**config.mk**
```make
export PLATFORM = sky130hd
export DESIGN_NAME = tsc_timebase
export DESIGN_NICKNAME = d
export VERILOG_FILES = /design/src/rtl/tsc_pkg.sv /design/src/rtl/tsc_regs.sv /design/src/rtl/tsc_stepsel.sv /design/src/rtl/tsc_accum.sv /design/src/rtl/tsc_timebase.sv
export SDC_FILE = /design/constraint.sdc
export NUM_CORES = 1
export LEC_CHECK = 0
export BUFFER_PORTS_ARGS = -buffer_cell sky130_fd_sc_hd__buf_4
export CAP_MARGIN = 20
export CORE_MARGIN = 1.5
export CORE_UTILIZATION = 55
export DETAILED_ROUTE_END_ITERATION = 6
export PLACE_DENSITY_LB_ADDON = 0.12
export REMOVE_ABC_BUFFERS = 1
export SLEW_MARGIN = 10
export SYNTH_ARGS = -nofsm -noshare
export SYNTH_HDL_FRONTEND = slang
export SYNTH_HIERARCHICAL = 1
export SYNTH_SLANG_ARGS = --single-unit
```
**constraint.sdc**
```tcl
create_clock -name clk -period 6 [get_ports clk]
set_clock_uncertainty 0.2 [all_clocks]
set_input_delay 0.9 -clock clk [delete_from_list [all_inputs] [get_ports clk]]
set_output_delay 0.9 -clock clk [all_outputs]
set_load 0.02 [all_outputs]
```
**src/rtl/tsc_pkg.sv**
```systemverilog
package tsc_pkg;

    localparam int REG_AW = 3;

    typedef enum logic [REG_AW-1:0] {
        A_CTRL   = 3'd0,
        A_TIME   = 3'd1,
        A_PERIOD = 3'd2,
        A_CORR   = 3'd3,
        A_STEP   = 3'd4
    } reg_addr_e;

    // control word bit positions
    localparam int B_RUN     = 0;
    localparam int B_PRST_LO = 4;
    localparam int B_PRST_HI = 5;
    localparam int B_WEVT    = 7;
    localparam int B_RESTART = 9;
    localparam int B_SNAP    = 11;

    // step word: normal step at bit 0, correction step at bit 8
    localparam int CSTEP_LO = 8;

    typedef struct packed {
        logic       wevt;
        logic [1:0] prst;
        logic       run;
    } ctrl_t;

    function automatic logic prst_active(ctrl_t c);
        return &c.prst;
    endfunction

endpackage

```
**src/rtl/tsc_regs.sv**
```systemverilog
module tsc_regs
    import tsc_pkg::*;
#(
    parameter int CNT_W  = 32,
    parameter int STEP_W = 7
) (
    input  logic              clk,
    input  logic              rst,
    input  logic              we,
    input  logic [REG_AW-1:0] addr,
    input  logic [CNT_W-1:0]  wdata,
    input  logic [CNT_W-1:0]  cnt_live,
    output ctrl_t             ctrl_q,
    output logic              restart,
    output logic              load,
    output logic [CNT_W-1:0]  period_q,
    output logic [CNT_W-1:0]  corr_q,
    output logic [CNT_W-1:0]  snap_q,
    output logic [STEP_W-1:0] step_q,
    output logic [STEP_W-1:0] cstep_q,
    output logic [CNT_W-1:0]  rdata
);

    logic wr_ctrl;
    logic snap_req;

    assign wr_ctrl  = we && (addr == A_CTRL);
    assign restart  = wr_ctrl && wdata[B_RESTART];
    assign snap_req = wr_ctrl && wdata[B_SNAP];
    assign load     = we && (addr == A_TIME);

    always_ff @(posedge clk) begin
        if (rst) begin
            ctrl_q   <= '0;
            period_q <= '0;
            corr_q   <= '0;
            snap_q   <= '0;
            step_q   <= '0;
            cstep_q  <= '0;
        end else begin
            if (wr_ctrl) begin
                ctrl_q.run  <= wdata[B_RUN];
                ctrl_q.prst <= wdata[B_PRST_HI:B_PRST_LO];
                ctrl_q.wevt <= wdata[B_WEVT];
            end
            if (snap_req)
                snap_q <= cnt_live;
            if (we && addr == A_PERIOD)
                period_q <= wdata;
            if (we && addr == A_CORR)
                corr_q <= wdata;
            if (we && addr == A_STEP) begin
                step_q  <= wdata[STEP_W-1:0];
                cstep_q <= wdata[CSTEP_LO +: STEP_W];
            end
        end
    end

    always_comb begin
        rdata = '0;
        case (addr)
            A_CTRL: begin
                rdata[B_RUN]               = ctrl_q.run;
                rdata[B_PRST_HI:B_PRST_LO] = ctrl_q.prst;
                rdata[B_WEVT]              = ctrl_q.wevt;
            end
            A_TIME:   rdata = snap_q;
            A_PERIOD: rdata = period_q;
            A_CORR:   rdata = corr_q;
            A_STEP: begin
                rdata[STEP_W-1:0]         = step_q;
                rdata[CSTEP_LO +: STEP_W] = cstep_q;
            end
            default:  rdata = '0;
        endcase
    end

endmodule

```
**src/rtl/tsc_stepsel.sv**
```systemverilog
module tsc_stepsel #(
    parameter int CNT_W  = 32,
    parameter int STEP_W = 7
) (
    input  logic              clk,
    input  logic              rst,
    input  logic              adv,
    input  logic              clear,
    input  logic [CNT_W-1:0]  corr_per,
    input  logic [STEP_W-1:0] step,
    input  logic [STEP_W-1:0] cstep,
    output logic [STEP_W-1:0] step_sel
);

    logic [CNT_W-1:0] phase_q;
    logic             corr_on;
    logic             fire;

    assign corr_on  = (corr_per != '0);
    assign fire     = corr_on && (phase_q >= corr_per);
    assign step_sel = fire ? cstep : step;

    always_ff @(posedge clk) begin
        if (rst || clear)
            phase_q <= '0;
        else if (adv) begin
            if (fire || !corr_on)
                phase_q <= '0;
            else
                phase_q <= phase_q + 1'b1;
        end
    end

endmodule

```
**src/rtl/tsc_accum.sv**
```systemverilog
module tsc_accum #(
    parameter int CNT_W  = 32,
    parameter int STEP_W = 7
) (
    input  logic              clk,
    input  logic              rst,
    input  logic              adv,
    input  logic              restart,
    input  logic              load,
    input  logic [CNT_W-1:0]  load_val,
    input  logic [STEP_W-1:0] step,
    input  logic              prst_on,
    input  logic [CNT_W-1:0]  period,
    output logic [CNT_W-1:0]  cnt_q,
    output logic              wrap_q
);

    localparam int SUM_W = CNT_W + 1;

    logic [SUM_W-1:0] sum;
    logic             hit_period;
    logic [CNT_W-1:0] nxt;
    logic             nxt_wrap;

    assign sum        = {1'b0, cnt_q} + SUM_W'(step);
    assign hit_period = prst_on && (sum >= {1'b0, period});

    always_comb begin
        if (hit_period) begin
            nxt      = CNT_W'(sum - {1'b0, period});
            nxt_wrap = 1'b1;
        end else begin
            nxt      = sum[CNT_W-1:0];
            nxt_wrap = sum[CNT_W];
        end
    end

    always_ff @(posedge clk) begin
        if (rst) begin
            cnt_q  <= '0;
            wrap_q <= 1'b0;
        end else if (load) begin
            cnt_q  <= load_val;
            wrap_q <= 1'b0;
        end else if (restart) begin
            cnt_q  <= '0;
            wrap_q <= 1'b0;
        end else if (adv) begin
            cnt_q  <= nxt;
            wrap_q <= nxt_wrap;
        end else begin
            wrap_q <= 1'b0;
        end
    end

endmodule

```
**src/rtl/tsc_timebase.sv**
```systemverilog
module tsc_timebase
    import tsc_pkg::*;
#(
    parameter int CNT_W  = 32,
    parameter int STEP_W = 7
) (
    input  logic              clk,
    input  logic              rst,
    input  logic              reg_we,
    input  logic [REG_AW-1:0] reg_addr,
    input  logic [CNT_W-1:0]  reg_wdata,
    output logic [CNT_W-1:0]  reg_rdata,
    output logic [CNT_W-1:0]  time_now,
    output logic              wrap_evt
);

    ctrl_t             ctrl_q;
    logic              restart;
    logic              load;
    logic [CNT_W-1:0]  period_q;
    logic [CNT_W-1:0]  corr_q;
    logic [CNT_W-1:0]  snap_q;
    logic [STEP_W-1:0] step_q;
    logic [STEP_W-1:0] cstep_q;
    logic [STEP_W-1:0] step_sel;
    logic              prst_on;
    logic              wrap_q;

    assign prst_on = prst_active(ctrl_q);

    tsc_regs #(.CNT_W(CNT_W), .STEP_W(STEP_W)) u_regs (
        .clk      (clk),
        .rst      (rst),
        .we       (reg_we),
        .addr     (reg_addr),
        .wdata    (reg_wdata),
        .cnt_live (time_now),
        .ctrl_q   (ctrl_q),
        .restart  (restart),
        .load     (load),
        .period_q (period_q),
        .corr_q   (corr_q),
        .snap_q   (snap_q),
        .step_q   (step_q),
        .cstep_q  (cstep_q),
        .rdata    (reg_rdata)
    );

    tsc_stepsel #(.CNT_W(CNT_W), .STEP_W(STEP_W)) u_stepsel (
        .clk      (clk),
        .rst      (rst),
        .adv      (ctrl_q.run),
        .clear    (restart),
        .corr_per (corr_q),
        .step     (step_q),
        .cstep    (cstep_q),
        .step_sel (step_sel)
    );

    tsc_accum #(.CNT_W(CNT_W), .STEP_W(STEP_W)) u_accum (
        .clk      (clk),
        .rst      (rst),
        .adv      (ctrl_q.run),
        .restart  (restart),
        .load     (load),
        .load_val (reg_wdata),
        .step     (step_sel),
        .prst_on  (prst_on),
        .period   (period_q),
        .cnt_q    (time_now),
        .wrap_q   (wrap_q)
    );

    assign wrap_evt = wrap_q && ctrl_q.wevt;

endmodule

```
-- Word level (Yosys, flattened, before mapping)
Cells that the tools add are included.
- logic and storage cells: 53
- output and inout bits: 65
- input bits: 38
- flip-flop bits (word level): 179
- eq/ne operators: 4
- reductions and logical operators: 18
- bitwise operators: 1
- mux-type cells: 14
- $add $sub $neg: 3
- $lt $le $gt $ge: 2
- operators by type and width (operator ; number):
    two-way mux 32 bit ; 5
    case mux 17 bit (3 select lines) ; 1
    adder 32 x 7 -> 33 bit ; 1
    greater-or-equal comparator 33 x 32 -> 1 bit ; 1
    adder 32 x 1 -> 32 bit (second input constant) ; 1
    greater-or-equal comparator 32 bit ; 1
    nonzero test 32 bit ; 1
    subtractor 32 bit ; 1
    case mux 7 bit (4 select lines) ; 1
    case mux 3 bit (4 select lines) ; 1
    logical AND 1 bit ; 10
    case mux 2 bit (5 select lines) ; 1
    case mux 1 bit (4 select lines) ; 2
    two-way mux 7 bit ; 1
    == test 3 x 2 -> 1 bit (second input constant) ; 2
    case mux 1 bit (5 select lines) ; 1
    OR reduction 4 bit ; 1
    == test 3 x 1 -> 1 bit (second input constant) ; 1
    == test 3 bit (second input constant) ; 1
    zero test 3 bit ; 1
    nonzero test 3 bit ; 1
    logical OR 1 bit ; 2
    AND reduction 2 bit ; 1
    zero test 1 bit ; 1
    other kinds (2) ; 2

-- Logic depth before layout (Yosys ltp)
- word-level depth: 10
- depth in mapped cells: 29
- gate-level depth less buffers: 26

-- Modules after synthesis
Netlist, hierarchy kept.
- modules (own cells, without submodules) (module ; area an instance (sq um) ; times used ; sequential area each (sq um) ; cells an instance):
    tsc_regs ; 5223.8 ; 1 ; 2282.2 ; 630
    tsc_accum ; 4516.8 ; 1 ; 660.6 ; 630
    tsc_stepsel ; 2522.4 ; 1 ; 640.6 ; 301
    tsc_timebase ; 12.5 ; 1 ; 0.0 ; 2

-- Worst setup path before layout
Ideal clock, no wire load.
- path kind: register to register
- start: register u_stepsel.phase_q[0]
- end: register u_accum.cnt_q[13]
- buffers on the path: 3
- required time: 5665 ps
- stages on the path, launching flop included: 29
- data arrival time: 5892 ps
- setup time: 135 ps
- setup slack: -227 ps
- period minus slack after synthesis: 6227 ps
- cell sequence: dfxtp_1 -> inv_1 -> ha_1 -> nand2b_1 -> a2111oi_2 -> nor4b_2 -> o31ai_4 -> o2bb2ai_2 -> mux2_2 -> ha_1 -> fa_1 -> a211oi_1 -> o21bai_1 -> nor3b_4 -> nand4_1 -> xnor2_1 -> ha_1 -> clkbuf_1 -> nand4_1 -> nor2_1 -> nand3_1 -> or2_1 -> o31ai_2 -> o21a_1 -> buf_6 -> buf_6 -> mux2_4 -> o21ai_1 -> a211oi_1
- cells in the longest elaborated chain, start to end: 10
- elaborated cells on any way between the ends: 11
- those cells by class: add/sub: 2; order compare: 2; mux: 5; reduce/logical: 2
- RTL lines (element ; line ; text):
    start, declared ; tsc_stepsel.sv:15 ; logic [CNT_W-1:0] phase_q;
    start signal, assigned ; tsc_stepsel.sv:30 ; phase_q <= phase_q + 1'b1;
    greater-or-equal comparator 32 bit * ; tsc_stepsel.sv:20 ; assign fire = corr_on && (phase_q >= corr_per);
    logical AND 1 bit * ; tsc_stepsel.sv:20 ;
    two-way mux 7 bit * ; tsc_stepsel.sv:21 ; assign step_sel = fire ? cstep : step;
    via step_sel[0] ; tsc_timebase.sv:25 ; logic [STEP_W-1:0] step_sel;
    adder 32 x 7 -> 33 bit * ; tsc_accum.sv:25 ; assign sum = {1'b0, cnt_q} + SUM_W'(step);
    greater-or-equal comparator 33 x 32 -> 1 bit ; tsc_accum.sv:26 ; assign hit_period = prst_on && (sum >= {1'b0, period});
    logical AND 1 bit ; tsc_accum.sv:26 ;
    two-way mux 32 bit * ; tsc_accum.sv:29 ; if (hit_period) begin
    two-way mux 32 bit * ; tsc_accum.sv:48 ; end else if (adv) begin
    two-way mux 32 bit * ; tsc_accum.sv:45 ; end else if (restart) begin
    two-way mux 32 bit * ; tsc_accum.sv:42 ; end else if (load) begin
    end signal, assigned ; tsc_accum.sv:43 ; cnt_q <= load_val;
    end signal, assigned ; tsc_accum.sv:49 ; cnt_q <= nxt;
    end, declared ; tsc_accum.sv:14 ; output logic [CNT_W-1:0] cnt_q,
Mark *: on every way through the listed nets, which the timed path passes. The rest lies on a longest branch. The select of a mux whose other input is x is not followed.
A chain may end at the register's enable or synchronous reset.

-- Final worst setup path
- start: register u_regs.corr_q[12]
- end: register u_accum.cnt_q[13]
- cells in the longest elaborated chain, start to end: 10
- elaborated cells on any way between the ends: 12
- those cells by class: add/sub: 2; order compare: 2; mux: 5; reduce/logical: 3
- RTL lines (element ; line ; text):
    start, declared ; tsc_regs.sv:17 ; output logic [CNT_W-1:0] corr_q,
    start signal, assigned ; tsc_regs.sv:51 ; corr_q <= wdata;
    greater-or-equal comparator 32 bit / nonzero test 32 bit (equally long branches) ; tsc_stepsel.sv:20, tsc_stepsel.sv:19 ;
    logical AND 1 bit * ; tsc_stepsel.sv:20 ;
    two-way mux 7 bit * ; tsc_stepsel.sv:21 ;
    via step_sel[3] ; tsc_timebase.sv:25 ;
    adder 32 x 7 -> 33 bit * ; tsc_accum.sv:25 ;
    greater-or-equal comparator 33 x 32 -> 1 bit ; tsc_accum.sv:26 ;
    logical AND 1 bit ; tsc_accum.sv:26 ;
    two-way mux 32 bit * ; tsc_accum.sv:29 ;
    two-way mux 32 bit * ; tsc_accum.sv:48 ;
    two-way mux 32 bit * ; tsc_accum.sv:45 ;
    two-way mux 32 bit * ; tsc_accum.sv:42 ;
Marks and branches as above.

==> flow_summary.ini <==
[layout]
layout.core_utilization_pct = 76.2
layout-drive-gt1-share_pct = 33.5
syn_to_final_growth_pct = 35.9
fillCellCount = 1570
nets = 1991
antenna_cells = 0
final-instance-count-excl-fill = 2172

[die]
die_h_um = 152
initial_utilization_pct = 56.1
fp.dieW_um = 152
num_io_pins = 103
rows = 54
core_mm2 = 0.0219
dieArea_mm2 = 0.0232

[setup_path]
crit_arrival_ns = 6.61
endpoint_kind = register
critPathKind = register to register
rr_worst_depth = 30
cp_max_fo = 5
crit_slowest_cell = nor4_4
critPathMaxStageDelay_ns = 0.39
worst_setup_path_start_kind = register
required_ns = 6.07
r2r_slack_ns = -0.54

[yosys]
synth.distinct_cells = 86
netlist_top_cells_count = nand2_1 (246), dfxtp_1 (179), a21oi_1 (144), nor2_1 (89), inv_1 (77)
async_flop_share_pct = 0
yosys_register_bits = 179
ys_top_cells_by_area = dfxtp_1 (29%), nand2_1 (7.5%), ha_1 (7.3%)
synth_edf_count = 0
syn_area_per_cell_um2 = 7.85
synth_warnings = 6
yosysMostFrequentCell = nand2_1
ys_seq_area_share_pct = 29.2
yosys.area.top_type_share_pct = 29.2
synth_area_leader_cell = dfxtp_1
syn_inst = 1563
synth_ff_type = dfxtp_1
syn-cell-area_mm2 = 0.0123

[power_and_ir_drop]
pwr-share-comb_pct = 30.2
ir_drop_uv = 197
p_leak_nw = 6.91
swShare_pct = 31.8
netSwitchingPower_mw = 1.08
seqPwrFrac_pct = 36.9
pwr_density_cell_mw_per_mm2 = 204
finalPower_mw = 3.40
internal_power_mw = 2.32
pwr-share-clk_pct = 32.9

[global_routing]
grt_overflow = 0
track_usage_pct = 37.0
grt_pass1_wl_mm = 68.3
grt_max_degree = 98
grt_pass1_vias = 12300
antenna_found_initial = 0

[sta]
rsz0062_at_grt = yes
drv_slew = 0
slew_headroom_pct = 37.4
hold_violations = 0
finalWorstSetupSlack_ns = -0.536
fin_tns_setup_ns = -13.21
finalCritPeriodShare_pct = 109
finalCriticalPeriod_ns = 6.54
setup_violations = 33
whs_ns = 0.276
fmax_mhz = 153
worst_pin_slew_ns = 0.936

[clocking]
tritoncts = done
cts_root_buffer = clkbuf_16
cts_hold_buf = 0
htreeDepth = 4
cts.sink_count = 179
clk-insertion-delay-late_ns = 0.44
cts_buffers = 17
cts.path.max_buffers = 2
clk_pin_slew_ns = 0.07

[run_status]
violations = negative setup slack
outcome = finished with violations

[placement]
dp_hpwl_mm = 30.4
numPortBuffers = 102
placed_cells_incl_taps = 2061
gp_congestion = 0.981

[route]
firstDrtPassIters = 6
drt_iter0_drc = 1708
routedWlPerCell_um = 20.8
wl_mm = 45.3
vias = 13200
viasPerCell = 6.07
drc_errors = 0
antenna_left = 0

[worst_hold_path]
hold_class = register to register
whs_path_depth = 2

[run]
cap_violations = 0
[routing by layer]
metal  up-vias  GRT usage [%]  part of all wire (%)
met2       709           57.9                    45
met4         0           15.8                   4.0
met3       119           5.69                   9.0
li1       6166              -                     -
met5         -              0                     0
met1      6186           50.7                    42
[cells by family (layout without fill, tap and decap cells)]
group                      after synthesis  after routing  share of synthesized area, %
DFF                                    179            179                          29.2
xor gates and xnor gates                85             85                          6.06
muxes                                   65             65                          6.14
buffers and inverters                  180            509                          6.72
adders and majority gates               74             74                          7.66
AOI/OAI and AO/OA                      379            379                          19.0
and+or+nand+nor                        601            601                          25.2
[final cells by class]
cell class	count	area (um2)	area share (%)
Inverter	77	289	1.73
Sequential cell	179	3600	21.6
Multi-Input combinational cell	1204	8690	52.1
Timing Repair Buffer	400	3180	19.0
Tap cell	280	350	2.10
Clock buffer	21	450	2.70
Clock inverter	11	130	0.780
[registers in the layout, indices dropped and copies added (netlist names)]
name,cells
u_accum/cnt_q,32
u_accum/wrap_q,1
u_regs/corr_q,32
u_regs/cstep_q,7
u_regs/ctrl_q,4
u_regs/period_q,32
u_regs/snap_q,32
u_regs/step_q,7
u_stepsel/phase_q,32
[per-stage QoR]
stage | setup WS (ns) | area, um2
CTS | -0.207 | 16300
finish | -0.536 | 16700
detailed placement | -0.841 | 14500
global route | -0.750 | 16700
floorplan | -0.812 | 11700
global placement | -0.740 | 14500
[worst max-delay path: cells and delay by family, from the launching register on]
family	cells	cell delay, ns
muxes	2	0.61
DFF	1	0.33
buffers and inverters	6	0.77
adders and majority gates	3	0.89
and+or+nand+nor	6	1.09
xor gates and xnor gates	1	0.17
AOI/OAI and AO/OA	12	2.30
[path summary, 6_finish.rpt]
check | start | end
worst max register to register | u_regs/corr_q[12]$_SDFFE_PP0P_ | u_accum/cnt_q[13]$_SDFFE_PP0P_
worst max-delay path | u_regs/corr_q[12]$_SDFFE_PP0P_ | u_accum/cnt_q[13]$_SDFFE_PP0P_
worst min-delay path | u_regs/snap_q[3]$_SDFFE_PP0P_ | u_regs/snap_q[3]$_SDFFE_PP0P_
worst min register to register | u_regs/snap_q[3]$_SDFFE_PP0P_ | u_regs/snap_q[3]$_SDFFE_PP0P_
[what timing repair did]
item / CTS / global route
setup buffers: 63 / 17
setup endpoints to repair: 33 / 42
resized for setup: 121 / 75
pin swaps: 66 / 51
cloned: 4 / 0
[cell usage in the layout, fill, tap and decap left out, drive strengths merged, types with 18 or more instances in the layout]
| cell type | instances |
|---|---|
| o21ai | 82 |
| ha | 72 |
| nand2 | 247 |
| nor3 | 42 |
| buf | 400 |
| a22oi | 34 |
| a21oi | 145 |
| mux2i | 22 |
| dfxtp | 179 |
| nand4 | 26 |
| mux2 | 42 |
| xor2 | 36 |
| nand3 | 39 |
| nand4b | 33 |
| inv | 78 |
| clkbuf | 21 |
| a211oi | 26 |
| o22ai | 19 |
| xnor2 | 49 |
| nand2b | 37 |
| nor2 | 89 |
| a21o | 18 |
[power groups by stage]
| stage | combinational [mW] | sequential [mW] | clock [mW] |
|---|---|---|---|
| 6_report | 1.03 | 1.25 | 1.12 |
| 5_1_grt | 1.09 | 1.26 | 1.16 |
| 4_1_cts | 0.960 | 1.25 | 1.12 |
| 3_5_place_dp | 0.875 | 1.27 | 0 |
| 3_3_place_gp | 0.872 | 1.27 | 0 |
| 2_1_floorplan | 0.464 | 1.28 | 0 |
(Power assumes the default switching activity.)
